### src/rtl/gpio6_pkg.sv
package gpio6_pkg;

   typedef enum logic [1:0] {
      PK_BIDIR    = 2'd0,
      PK_IN_ONLY  = 2'd1,
      PK_OUT_ONLY = 2'd2
   } pin_kind_e;

   localparam int unsigned OFS_DATA = 0;
   localparam int unsigned OFS_DIR  = 1;

   function automatic pin_kind_e kind_of(input logic in_only, input logic out_only);
      if (in_only)
         return PK_IN_ONLY;
      else if (out_only)
         return PK_OUT_ONLY;
      else
         return PK_BIDIR;
   endfunction

endpackage

### src/rtl/gpio6_sync.sv
module gpio6_sync #(
   parameter int unsigned W      = 6,
   parameter int unsigned STAGES = 2
) (
   input  logic         clk,
   input  logic         rst_n,
   input  logic [W-1:0] d,
   output logic [W-1:0] q
);
   logic [W-1:0] chain [STAGES];

   always_ff @(posedge clk or negedge rst_n) begin
      if (!rst_n) begin
         for (int s = 0; s < STAGES; s++) chain[s] <= '0;
      end else begin
         chain[0] <= d;
         for (int s = 1; s < STAGES; s++) chain[s] <= chain[s-1];
      end
   end

   assign q = chain[STAGES-1];
endmodule

### src/rtl/gpio6_regs.sv
module gpio6_regs #(
   parameter int unsigned       PORT_W       = 6,
   parameter logic [PORT_W-1:0] IN_ONLY_MASK = 6'b100000
) (
   input  logic              clk,
   input  logic              rst_n,
   input  logic              wr_data,
   input  logic              wr_dir,
   input  logic [PORT_W-1:0] wval,
   output logic [PORT_W-1:0] latch_q,
   output logic [PORT_W-1:0] dir_q
);
   localparam logic [PORT_W-1:0] DIR_KEEP = ~IN_ONLY_MASK;

   always_ff @(posedge clk or negedge rst_n) begin
      if (!rst_n) begin
         latch_q <= '0;
      end else if (wr_data) begin
         latch_q <= wval;
      end
   end

   always_ff @(posedge clk or negedge rst_n) begin
      if (!rst_n) begin
         dir_q <= '0;
      end else if (wr_dir) begin
         dir_q <= wval & DIR_KEEP;
      end
   end
endmodule

### src/rtl/gpio6_pin_slice.sv
module gpio6_pin_slice #(
   parameter gpio6_pkg::pin_kind_e KIND = gpio6_pkg::PK_BIDIR
) (
   input  logic lat,
   input  logic dir,
   input  logic pad_sync,
   output logic drv,
   output logic oe,
   output logic rd
);
   generate
      if (KIND == gpio6_pkg::PK_IN_ONLY) begin : g_in
         logic unused_in;
         assign unused_in = lat ^ dir;
         assign drv = 1'b0;
         assign oe  = 1'b0;
         assign rd  = pad_sync;
      end else if (KIND == gpio6_pkg::PK_OUT_ONLY) begin : g_out
         logic unused_out;
         assign unused_out = dir ^ pad_sync;
         assign drv = lat;
         assign oe  = 1'b1;
         assign rd  = lat;
      end else begin : g_bidir
         assign drv = lat;
         assign oe  = dir;
         assign rd  = dir ? lat : pad_sync;
      end
   endgenerate
endmodule

### src/rtl/gpio6_port.sv
module gpio6_port #(
   parameter int unsigned       PORT_W        = 6,
   parameter int unsigned       BUS_W         = 8,
   parameter int unsigned       ADDR_W        = 2,
   parameter int unsigned       SYNC_STAGES   = 2,
   parameter logic [PORT_W-1:0] IN_ONLY_MASK  = 6'b100000,
   parameter logic [PORT_W-1:0] OUT_ONLY_MASK = 6'b010000
) (
   input  logic              clk,
   input  logic              rst_n,
   input  logic [ADDR_W-1:0] bus_addr,
   input  logic              bus_we,
   input  logic [BUS_W-1:0]  bus_wdata,
   output logic [BUS_W-1:0]  bus_rdata,
   input  logic [PORT_W-1:0] pin_in,
   output logic [PORT_W-1:0] pin_out,
   output logic [PORT_W-1:0] pin_oe
);
   import gpio6_pkg::*;

   localparam logic [ADDR_W-1:0] A_DATA = ADDR_W'(OFS_DATA);
   localparam logic [ADDR_W-1:0] A_DIR  = ADDR_W'(OFS_DIR);
   localparam int unsigned       PAD_W  = BUS_W - PORT_W;

   generate
      if (BUS_W <= PORT_W) begin : g_chk_bus
         $error("gpio6_port: BUS_W must exceed PORT_W");
      end
      if ((IN_ONLY_MASK & OUT_ONLY_MASK) != '0) begin : g_chk_mask
         $error("gpio6_port: a pin cannot be both input-only and output-only");
      end
      if (SYNC_STAGES < 2) begin : g_chk_sync
         $error("gpio6_port: SYNC_STAGES must be at least 2");
      end
      if (ADDR_W < 1) begin : g_chk_addr
         $error("gpio6_port: ADDR_W must be at least 1");
      end
   endgenerate

   logic [PORT_W-1:0] wval;
   logic              hit_data, hit_dir;
   logic [PORT_W-1:0] latch_q, dir_q, pad_sync, rd_bits;
   logic              unused_wdata;

   assign wval         = bus_wdata[PORT_W-1:0];
   assign unused_wdata = ^bus_wdata[BUS_W-1:PORT_W];
   assign hit_data     = bus_we && (bus_addr == A_DATA);
   assign hit_dir      = bus_we && (bus_addr == A_DIR);

   gpio6_regs #(
      .PORT_W       (PORT_W),
      .IN_ONLY_MASK (IN_ONLY_MASK)
   ) regs_i (
      .clk     (clk),
      .rst_n   (rst_n),
      .wr_data (hit_data),
      .wr_dir  (hit_dir),
      .wval    (wval),
      .latch_q (latch_q),
      .dir_q   (dir_q)
   );

   gpio6_sync #(
      .W      (PORT_W),
      .STAGES (SYNC_STAGES)
   ) sync_i (
      .clk   (clk),
      .rst_n (rst_n),
      .d     (pin_in),
      .q     (pad_sync)
   );

   for (genvar i = 0; i < PORT_W; i++) begin : g_pin
      localparam pin_kind_e K = kind_of(IN_ONLY_MASK[i], OUT_ONLY_MASK[i]);
      gpio6_pin_slice #(.KIND(K)) slice_i (
         .lat      (latch_q[i]),
         .dir      (dir_q[i]),
         .pad_sync (pad_sync[i]),
         .drv      (pin_out[i]),
         .oe       (pin_oe[i]),
         .rd       (rd_bits[i])
      );
   end

   always_comb begin
      bus_rdata = '0;
      if (bus_addr == A_DATA)
         bus_rdata = {{PAD_W{1'b0}}, rd_bits};
      else if (bus_addr == A_DIR)
         bus_rdata = {{PAD_W{1'b0}}, dir_q};
   end
endmodule

### config.mk
export PLATFORM = sky130hd
export DESIGN_NAME = gpio6_port
export DESIGN_NICKNAME = d
export VERILOG_FILES = /design/src/rtl/gpio6_pkg.sv /design/src/rtl/gpio6_sync.sv /design/src/rtl/gpio6_regs.sv /design/src/rtl/gpio6_pin_slice.sv /design/src/rtl/gpio6_port.sv
export SDC_FILE = /design/constraint.sdc
export NUM_CORES = 1
export LEC_CHECK = 0
export BUFFER_PORTS_ARGS = -buffer_cell sky130_fd_sc_hd__buf_2
export CORE_ASPECT_RATIO = 2
export CORE_MARGIN = 2
export CORE_UTILIZATION = 35
export CTS_CLUSTER_DIAMETER = 80
export CTS_CLUSTER_SIZE = 30
export DETAILED_ROUTE_END_ITERATION = 16
export GPL_TIMING_DRIVEN = 0
export PLACE_DENSITY = 0.71
export RECOVER_POWER = 50
export SYNTH_ARGS = -nofsm -noshare
export SYNTH_HDL_FRONTEND = slang
export SYNTH_HIERARCHICAL = 1
export SYNTH_SLANG_ARGS = --single-unit
### constraint.sdc
create_clock -name clk -period 2.2 [get_ports clk]
set_input_delay 0.11 -clock clk [delete_from_list [all_inputs] [get_ports clk]]
set_output_delay 0.11 -clock clk [all_outputs]
set_load 0.02 [all_outputs]
==> impl_summary.txt <==
----------------------------------------------------
[Outcome]
  Status ... completed

[Layout]
  Antenna cell count ... 0
  Design area ... 1292 µm²
  Layout Area Growth over Synthesis ... 29.29%
  Number of nets in the finished design ... 136
  Leading cell types in the layout, fill and taps excluded ... 26 x buf_2, 22 x buf_4, 20 x dfrtp_1
  Number of fill cells in the layout ... 268
  Final non-filler cell total ... about 150
  Share of layout cells above drive strength 1 ... 0.6034
  Most common cell after layout, fill and taps aside ... buf_2

[Detailed routing]
  First drt pass iteration count ... 3
  Number of vias in the routed layout ... 606
  Sum of routed wire length over all layers ... 1626 µm
  DRC errors left ... 0
  Vias per cell ... 4.179
  Avg WL per Cell ... 11.21 µm
  DR iter-0 viols ... 8
  Final antenna-violating net count ... 0

[Placed design]
  Post-place setup slack ... 1.017 ns
  RePlAce Congestion ... 0.7329
  Count of buffers from port buffering ... 27
  Placed Area ... roughly 1200 µm²
  Number of cells after detailed placement ... 135
  HPWL after detailed placement ... 1249 µm

[Critical path]
  Crit path cell chain ... buf_4 -> mux2_4 -> mux2i_1 -> nor2_1 -> buf_2
  CP Buf/Inv Count ... 2
  Crit path kind ... register to output pin
  Kind of launch point of the worst setup path ... register
  End point of the critical path ... bus_rdata[3]
  Max Fanout on Critical Path ... 1
  Reg-to-reg slack, setup ... 1.39 ns
  Worst R2R Start ... regs_i/dir_q[2]$_DFFE_PN0P_
  CP startpoint ... sync_i/q[3]$_DFF_PN0_
  Critical register-to-register path endpoint ... regs_i/dir_q[2]$_DFFE_PN0P_
  Worst Reg2Reg Path Length in Cells ... 1
  Cell family contributing the most delay on the critical path ... multiplexers
  CP Capture Type ... output pin
  Highest-delay cell along the critical path ... dfrtp_1
  Longest individual stage delay on the worst path ... 0.37 ns
  Worst endpoint required time ... between 2 and 2.5 ns
  Arrival time at the worst endpoint ... 1.35 ns
  Critical path depth ... 5

[STA]
  Share of the clock period used by the worst path after layout ... 0.6615
  Slew of the pin with the lowest slew margin ... 1.026 ns
  Post-route setup slack ... 0.7447 ns
  Min Tclk post-route ... 1.455 ns
  Setup repair after global routing missed its margin ... false
  Worst-case headroom to the max-slew limit ... 0.3159
  Worst clock skew ... 0.002610 ns
  Fmax ... 0.6871 GHz
  Number of endpoints with negative hold slack in the final report ... 0
  Number of failing setup endpoints in the final timing report ... 0
  Accumulated negative setup slack ... 0 ns
  Max Slew Vio Count ... 0

[Clock tree]
  Clock-pin slew on the worst setup and hold paths ... 0.07 ns
  Post_cts resized ... 0
  TritonCTS clock tree ... yes
  Clock network latency to the later pin of the worst-skew pair ... 0.25 ns
  Sink Count ... 20
  CTS Root Cell ... clkbuf_8
  H-tree lvl count ... 1
  Number of buffers created by CTS ... 3
  Maximum clock insertion buffer count ... 2
  Total of hold buffers inserted after clock tree synthesis ... 6
  Number of buffers inserted to repair setup after CTS ... 0

[Die]
  Count of standard-cell rows ... 27
  Area of the die ... 3326 µm²
  Initial core utilization ... 0.3653
  Floorplan Core Area ... 2736 µm²
  DIE HEIGHT ... 79.58 µm
  I/O pin count ... 39
  Die X ... 41.79 µm

[Synthesis]
  Netlist area before placement ... between 900 and 1000 µm²
  Synth Instances ... 77
  Yosys warning count ... 6
  Avg Cell Area, Syn ... 12.98 µm²

[GRT]
  Congestion Overflow GR ... 0
  All-layer global routing usage ... 0.1035
  Wire length of the first global-routing pass ... 2573 µm
  Maximum number of pins on one net before global-route repair ... 21
  Number of antenna violations at the first check in global routing ... 0
  Number of global-route vias before repair ... 608

[Power]
  Leakage ... 0.6846 nW
  Areal power density over the cells ... 793.0 nW/µm²
  Maximum resistive drop on vdd ... 522.3 µV

[Job]
  # Max-Cap Violations ... 0

[Worst hold path]
  Worst min path class ... primary input to register

----------------------------------------------------
==> area by class of cell <==
class / instances / area, µm² / area share
clock buffers: 4 / 55.05 / 0.04259
plain buffers: 25 / 192.7 / 0.1491
multi-input cells: 34 / 314.1 / 0.2430
repair buffers: 33 / 193.9 / 0.1500
well taps: 29 / 36.28 / 0.02807
flip-flops and latches: 20 / 500.5 / 0.3872
==> metal layers <==
layer  vias to the layer above  wire length, µm  track usage
met3                         5              108      0.02262
li1                        296                -            -
met5                         -                0            0
met4                         0               57      0.08710
met2                        23              855       0.1813
met1                       282              604      0.09900
==> worst min path at each step <==
| stage | depth (start not counted) | endpoint | startpoint |
|---|---|---|---|
| final | 2 | regs_i/latch_q[2]$_DFFE_PN0P_ | bus_wdata[2] |
| after floorplan | 0 | regs_i/dir_q[0]$_DFFE_PN0P_ | rst_n |
| after global placement | 1 | sync_i/chain[7]$_DFF_PN0_ | rst_n |
| after global routing | 2 | regs_i/latch_q[2]$_DFFE_PN0P_ | bus_wdata[2] |
| after detailed placement | 1 | sync_i/chain[7]$_DFF_PN0_ | rst_n |
| after CTS | 2 | regs_i/latch_q[2]$_DFFE_PN0P_ | bus_wdata[2] |
==> stage by stage <==
| step | util | total power (W) | hold slack, ns |
|---|---|---|---|
| finish | 0.4723 | 0.001025 | 0.09962 |
| global route | 0.4723 | 0.001088 | 0.09452 |
| CTS | 0.4728 | 0.001042 | 0.09105 |
| detailed placement | 0.4307 | 0.0007605 | 0.07513 |
| global placement | 0.4307 | 0.0007493 | 0.06397 |
| floorplan | - | 0.0006806 | -0.1856 |
==> power by group <==
group	internal [W]	total (W)	switching (W)	leakage (nW)
registers	0.000412	0.000449	0.0000368	0.235
clock network	0.000159	0.000267	0.000108	0.0288
logic	0.000176	0.000309	0.000133	0.421
==> registers in the layout, indices dropped and copies added, names as in the netlist <==
signal          count
regs_i/dir_q        5
sync_i/chain        5
sync_i/q            5
regs_i/latch_q      5
(Power assumes the default switching activity.)
